==> config.mk <==
export PLATFORM = sky130hd
export DESIGN_NAME = sync_slave_tx
export DESIGN_NICKNAME = d
export VERILOG_FILES = /design/src/rtl/ssx_pkg.sv /design/src/rtl/ssx_edge_sync.sv /design/src/rtl/ssx_holding.sv /design/src/rtl/ssx_shifter.sv /design/src/rtl/sync_slave_tx.sv
export SDC_FILE = /design/constraint.sdc
export NUM_CORES = 1
export LEC_CHECK = 0
export ABC_AREA = 1
export BUFFER_PORTS_ARGS = -buffer_cell sky130_fd_sc_hd__buf_4
export CAP_MARGIN = 5
export CORE_MARGIN = 4
export CORE_UTILIZATION = 57
export CTS_CLUSTER_DIAMETER = 80
export DETAILED_ROUTE_END_ITERATION = 16
export PLACE_DENSITY_LB_ADDON = 0.1
export SYNTH_ARGS = -nofsm -noshare
export SYNTH_HDL_FRONTEND = slang
export SYNTH_SLANG_ARGS = --single-unit
==> constraint.sdc <==
create_clock -name clk -period 4.1 [get_ports clk]
set_input_delay 0.82 -clock clk [delete_from_list [all_inputs] [get_ports clk]]
set_output_delay 0.82 -clock clk [all_outputs]
set_load 0.01 [all_outputs]
==> src/rtl/ssx_pkg.sv <==
package ssx_pkg;
    localparam int SSX_DATA_W  = 8;
    localparam int SSX_FRAME_W = SSX_DATA_W + 1;
    localparam int SSX_CNT_W   = $clog2(SSX_FRAME_W + 1);
    localparam logic SSX_IDLE_LVL = 1'b1;

    typedef enum logic {
        DRIVE_RISE = 1'b0,
        DRIVE_FALL = 1'b1
    } ssx_edge_e;

    typedef struct packed {
        logic                   nine;
        logic [SSX_FRAME_W-1:0] bits;
    } ssx_word_t;

    function automatic logic [SSX_CNT_W-1:0] ssx_len(input logic nine);
        return nine ? SSX_CNT_W'(SSX_FRAME_W) : SSX_CNT_W'(SSX_DATA_W);
    endfunction
endpackage

==> src/rtl/ssx_edge_sync.sv <==
module ssx_edge_sync #(
    parameter int STAGES = 2
) (
    input  logic clk,
    input  logic rst,
    input  logic async_in,
    output logic rise,
    output logic fall
);
    logic [STAGES:0] chain_q;

    always_ff @(posedge clk) begin
        if (rst) chain_q <= '0;
        else     chain_q <= {chain_q[STAGES-1:0], async_in};
    end

    assign rise =  chain_q[STAGES-1] & ~chain_q[STAGES];
    assign fall = ~chain_q[STAGES-1] &  chain_q[STAGES];
endmodule

==> src/rtl/ssx_holding.sv <==
module ssx_holding
    import ssx_pkg::*;
(
    input  logic      clk,
    input  logic      rst,
    input  logic      clear,
    input  logic      wr,
    input  ssx_word_t din,
    input  logic      pop,
    output logic      full,
    output ssx_word_t word
);
    logic      full_q;
    ssx_word_t word_q;

    always_ff @(posedge clk) begin
        if (rst || clear) begin
            full_q <= 1'b0;
            word_q <= '0;
        end else if (wr && !full_q) begin
            word_q <= din;
            full_q <= 1'b1;
        end else if (pop) begin
            full_q <= 1'b0;
        end
    end

    assign full = full_q;
    assign word = word_q;


    full_write_ignored_chk: assert property (@(posedge clk) disable iff (rst || clear)
        (full_q && wr) |=> (word_q == $past(word_q)));
endmodule

==> src/rtl/ssx_shifter.sv <==
module ssx_shifter
    import ssx_pkg::*;
(
    input  logic      clk,
    input  logic      rst,
    input  logic      clear,
    input  logic      load,
    input  ssx_word_t word,
    input  logic      tick,
    output logic      ser,
    output logic      idle
);
    logic [SSX_FRAME_W-1:0] sr_q;
    logic [SSX_CNT_W-1:0]   left_q;

    always_ff @(posedge clk) begin
        if (rst || clear) begin
            sr_q   <= '0;
            left_q <= '0;
        end else if (load) begin
            sr_q   <= word.bits;
            left_q <= ssx_len(word.nine);
        end else if (tick && left_q != '0) begin
            sr_q   <= sr_q >> 1;
            left_q <= left_q - 1'b1;
        end
    end

    assign idle = (left_q == '0);
    assign ser  = idle ? SSX_IDLE_LVL : sr_q[0];


    count_cap_chk: assert property (@(posedge clk) disable iff (rst)
        left_q <= SSX_CNT_W'(SSX_FRAME_W));

    load_busy_chk: assert property (@(posedge clk) disable iff (rst || clear)
        load |=> !idle);
endmodule

==> src/rtl/sync_slave_tx.sv <==
module sync_slave_tx
    import ssx_pkg::*;
#(
    parameter int SYNC_STAGES = 2
) (
    input  logic                  clk,
    input  logic                  rst,
    input  logic                  sclk_in,
    input  logic                  port_en,
    input  logic                  sync_mode,
    input  logic                  master_sel,
    input  logic                  tx_en,
    input  logic                  rx_en,
    input  logic                  nine_bit,
    input  logic                  bit9_in,
    input  logic                  clk_pol,
    input  logic                  wr_en,
    input  logic [SSX_DATA_W-1:0] wr_data,
    input  logic                  low_power,
    input  logic                  irq_en,
    output logic                  ser_out,
    output logic                  buf_empty,
    output logic                  shift_empty,
    output logic                  irq,
    output logic                  wake
);
    logic      active, rise, fall, tick, hold_full, shift_idle, pop;
    ssx_word_t in_word, held_word;
    ssx_edge_e drive_edge;

    assign active     = port_en & sync_mode & ~master_sel & tx_en & ~rx_en;
    assign drive_edge = ssx_edge_e'(clk_pol);
    assign in_word    = '{nine: nine_bit, bits: {bit9_in, wr_data}};

    ssx_edge_sync #(.STAGES(SYNC_STAGES)) u_sync (
        .clk(clk), .rst(rst), .async_in(sclk_in), .rise(rise), .fall(fall)
    );

    assign tick = active & ((drive_edge == DRIVE_FALL) ? fall : rise);

    ssx_holding u_hold (
        .clk(clk), .rst(rst), .clear(~active), .wr(wr_en & active),
        .din(in_word), .pop(pop), .full(hold_full), .word(held_word)
    );

    assign pop = active & hold_full & shift_idle;

    ssx_shifter u_shift (
        .clk(clk), .rst(rst), .clear(~active), .load(pop), .word(held_word),
        .tick(tick), .ser(ser_out), .idle(shift_idle)
    );

    assign buf_empty   = ~hold_full;
    assign shift_empty = shift_idle;
    assign irq         = buf_empty & irq_en;
    assign wake        = irq & low_power;


    pending_wait_chk: assert property (@(posedge clk) disable iff (rst || !active)
        (hold_full && !shift_idle) |=> hold_full);

    flag_on_transfer_chk: assert property (@(posedge clk) disable iff (rst)
        ($rose(buf_empty) && $past(active)) |-> $past(pop));
endmodule

After elaboration in Yosys (flattened, before gate mapping)
Index checks and enable logic that the tools add are counted.
{"block": "classes", "addsub": 1, "n_mux": 9, "bitwise_logic": 18, "reduce_logical": 8}
{"op": "9-bit 2-to-1 mux", "count": 2}
{"op": "1-bit bitwise AND", "count": 12}
{"op": "4-bit 2-to-1 mux", "count": 2}
{"op": "1-bit NOT", "count": 6}
{"op": "1-bit 2-to-1 mux", "count": 5}
{"op": "4-bit logical NOT", "count": 1}
{"op": "2-bit nonzero test", "count": 2}
{"op": "4-bit nonzero test", "count": 1}
{"op": "4-bit by 1-bit subtractor with 4-bit output (second input constant)", "count": 1}
{"op": "1-bit logical AND", "count": 2}
{"op": "1-bit logical NOT", "count": 1}
{"op": "1-bit logical OR", "count": 1}
{"block": "totals", "reg_bits": 27, "in_bits": 22, "out_inout_bits": 5, "wordCells": 42}

Longest topological paths before layout
{"block": "logic_depth", "word_depth": 8, "mapped_depth": 10, "depth_no_buf": 9}

Modules after synthesis
A second synthesis with hierarchy kept.
{"block": "hier_totals", "cells_unflattened": 207, "area_unflattened_um2": 1473.9}
{"module": "ssx_shifter", "instances": 1, "cells_per_inst": 104, "area_each_um2": 735.7, "seq_area_each_um2": 260.2}
{"module": "ssx_holding", "instances": 1, "cells_per_inst": 72, "area_each_um2": 563.0, "seq_area_each_um2": 220.2}
{"module": "ssx_edge_sync", "instances": 1, "cells_per_inst": 12, "area_each_um2": 93.8, "seq_area_each_um2": 60.1}
{"module": "sync_slave_tx", "instances": 1, "cells_per_inst": 19, "area_each_um2": 81.3, "seq_area_each_um2": 0.0}

Worst setup path after synthesis
No wires, ideal clock.
{"block": "synth_timing", "path_kind": "flip-flop to output port", "startpoint": "register u_shift.left_q[0]", "endpoint": "output ser_out", "arrival_time_ns": 1.095, "required_ns": 3.280, "path_slack_ns": 2.185, "path_stages_with_launch": 6, "n_path_buf": 0, "cell_sequence": "dfxtp_1 > inv_1 > ha_1 > nand2_1 > inv_1 > or2_2"}
{"block": "synth_via", "elab_chain_cells": 2}
{"element": "from (decl)", "line_no": "ssx_shifter.sv:14", "source": "logic [SSX_CNT_W-1:0] left_q;"}
{"element": "from (signal assigned)", "line_no": "ssx_shifter.sv:22", "source": "left_q <= ssx_len(word.nine);"}
{"element": "from (signal assigned)", "line_no": "ssx_shifter.sv:25", "source": "left_q <= left_q - 1'b1;"}
{"element": "4-bit logical NOT", "line_no": "ssx_shifter.sv:29", "source": "assign idle = (left_q == '0);"}
{"element": "net shift_empty", "line_no": "sync_slave_tx.sv:23", "source": "output logic shift_empty,"}
{"element": "1-bit 2-to-1 mux", "line_no": "ssx_shifter.sv:30", "source": "assign ser = idle ? SSX_IDLE_LVL : sr_q[0];"}
{"element": "to (decl)", "line_no": "sync_slave_tx.sv:21", "source": "output logic ser_out,"}
The timed path passes the listed nets, and every way through them passes these cells.

Worst setup path in the final report
{"block": "layout_timing", "startpoint": "register u_shift.left_q[0]", "endpoint": "output ser_out"}
{"block": "layout_via", "elab_chain_cells": 2}
{"element": "4-bit logical NOT", "line_no": "ssx_shifter.sv:29"}
{"element": "1-bit 2-to-1 mux", "line_no": "ssx_shifter.sv:30"}
Every way passes these cells.

==> results.md <==
- Status: finished clean
- Power density cells: 279 nW/µm²
- Setup Fix Bufs, Post-CTS: 0
- Yosys reg bits: 27
- Inserted Clock Buffers: 3
- Worst endpoint required time: 3.28 ns
- # rows: 16
- Fillers: 190
- HP Class: reg2reg
- Worst vdd ir: 201 µV
- Htree depth: 1
- Sw Ratio: 0.217
- Hold_buf cts: 0
- N_diodes: 0
- Vias in the first global route: 1022
- Crit path largest cell delay: 0.36 ns
- Register share of total power: 0.650
- Design area: 1460 µm²
- Final Power: 407 µW
- Slew headroom: 0.537
- Synth warn: 0
- Maximum fanout along the worst path: 4
- Top Family by Delay on Critical Path: simple AND/OR/NAND/NOR gates
- Clock latency on the worst-skew pair: 0.32 ns
- Worst Tran Pin Value: 0.693 ns
- Max-slew violations: 0
- Mapped Area: 1270 µm²
- Max Cap Violations: 0
- Total gr overflow: 0
- CP Capture Type: output pin
- Stages on worst setup path: 6
- Drt via density: 5.24
- Post-route clock period utilization: 0.593
- Arr. time, crit path: 1.61 ns
- Layout overhead on the synthesized area: 14.8%
- TritonRoute pass-1 iters: 4
- Mapped Nets: 198
- Startpoint types: register
- WL/cell: 11.2 µm
- Async set-reset flop share out of synthesis: 0
- Multi-input combinational cell area: 592 µm²
- Worst hold path depth: 2
- Final hold vios: 0
- Routed WL: 2490 µm
- I/O pin cnt: 27
- Net Sw Power: 88.4 µW
- DRC: 0
- Avg Inst Size Synth: 7.26 µm²
- Worst-case reg-to-reg path depth: 8
- LEAKAGE: 0.589 nW
- Clk_skew: 0.00273 ns
- Total number of vias: 1169
- Logic pwr share: 0.069
- Setup TNS: 0 ns
- Distinct cells, synth: 26
- P_int: 318 µW
- Initial core utilization: 0.623
- Net count, final: 220
- Post-route ant nets: 0
- F_max: 411 MHz
- Overall Global Routing Usage: 0.175
- EDFF count, synth: 0
- # setup viols final: 0
- Port Buffers: 26
- Register area share after synthesis: 0.425
- Register area: 541 µm²
- CTS max path bufs: 2
- Hpwl dp: 1870 µm
- Placement-stage cell area: 1430 µm²
- Critical path's slowest cell: dfxtp_1
- Post-cts resize count: 0
- Largest net degree at the start of global routing: 22
- Worst path bufs/invs: 3
- CP dominant cell by count: inv_1
- Iter 0 DRT Violations: 30
- Die H: 55.2 µm
- RSZ-0062 raised after global routing: false
- Die W: 55.2 µm
- First-pass GRT wire length: 4480 µm
- WS Path Type: reg2out
- Final Wtd Congestion: 0.820
- Die area: 3050 µm²
- Antenna violations before repair: 0
- Final worst path period need: 2.43 ns
- Worst-path clk slew: 0.14 ns
- CTS tree: built
- Post-synth top flop: dfxtp_1
- Share of layout cells above drive strength 1: 0.204
- Clock power frac: 0.282
- Core footprint: 2040 µm²
- Clock sinks: 27
- CTS root buffer: clkbuf_4
- CP Cell Sequence: inv_1 > ha_1 > nand2_1 > inv_1 > or2_2 > buf_4
- Mapped Cells: 175
-- per-stage QoR --
stage | utilization | setup slack, ns | std cells | hold WS, ns
6_report | 0.714 | 1.67 | 223 | 0.416
4_1_cts | 0.714 | 1.66 | 223 | 0.418
2_1_floorplan | - | 2.18 | 175 | 0.388
3_3_place_gp | 0.702 | 1.63 | 219 | 0.397
5_1_grt | 0.714 | 1.54 | 223 | 0.438
3_5_place_dp | 0.702 | 1.56 | 219 | 0.397
-- cells in the final DEF (no fill, tap or decap), types with 3 or more instances in the layout --
master / instances
o21ai_1: 4
buf_4: 26
nor2_1: 14
clkbuf_4: 3
nor2_2: 3
nand3_1: 27
a21oi_1: 20
dfxtp_1: 27
inv_1: 17
nand2_1: 38
-- cells by family (layout without fill, tap and decap cells) --
group	count (synthesis)	in the layout	synth area share
XOR/XNOR	1	1	0.00689
AO/OA/AOI/OAI	26	26	0.104
buffers and inverters	28	49	0.109
flip-flops	27	27	0.425
adder cells (fa/ha/maj)	1	1	0.00984
AND/OR/NAND/NOR	92	92	0.345
-- worst register-to-register path, cell delays in order (launching register included) --
cell and delay (ns):
dfxtp_1 0.34, inv_1 0.09, ha_1 0.17, nand2_1 0.14
nor2_2 0.36, nand2_1 0.53, nand2_8 0.27, nand2_1 0.07
a21oi_1 0.14
-- sequential cells by signal (all words and copies together), names as in the netlist --
| signal | cells |
|---|---|
| u_shift.sr_q | 9 |
| u_sync.chain_q | 3 |
| u_hold.word | 10 |
| u_shift.left_q | 4 |
| u_hold.full | 1 |
-- layer usage --
metal,global-route usage,share of wire,vias up
met5,0,0,-
met4,0.0660,0.0068,0
met3,0.0280,0.044,4
met2,0.269,0.49,29
met1,0.244,0.46,528
li1,-,-,608
-- power by group through the flow --
stage	sequential [mW]	clock (mW)	combinational, mW
6_report	0.264	0.115	0.0279
5_1_grt	0.265	0.127	0.0311
4_1_cts	0.264	0.116	0.0282
3_5_place_dp	0.270	0	0.0279
3_3_place_gp	0.270	0	0.0270
2_1_floorplan	0.270	0	0.00956
-- synth_stat cells (2+ instances only) --
library cell  count  area (µm²)
buf_2             3        15.0
o21ai_1           4        20.0
nand3_2           2        20.0
nor2_2            3        18.8
inv_1            17        63.8
buf_6             3        33.8
a21oi_1          20         100
dfxtp_1          27         541
inv_2             2        7.51
nand3_1          27         135
nor2_1           14        52.6
buf_4             2        15.0
nand2_1          38         143
-- path summary, 6_finish.rpt --
check             slack, ns                end               from
hold reg to reg        0.42  u_sync.chain_q[1]  u_sync.chain_q[0]
setup / recovery       1.67            ser_out  u_shift.left_q[0]
setup reg to reg       1.92    u_shift.sr_q[2]  u_shift.left_q[0]
hold / removal         0.42  u_sync.chain_q[1]  u_sync.chain_q[0]
-- final cells by class --
cell class              count  share of cell area
clock buffers               4              0.0180
inverters                  19              0.0489
multi-input cells         120               0.406
well taps                  27              0.0232
repair buffers             26               0.134
flip-flops and latches     27               0.370
(Power assumes the default switching activity.)
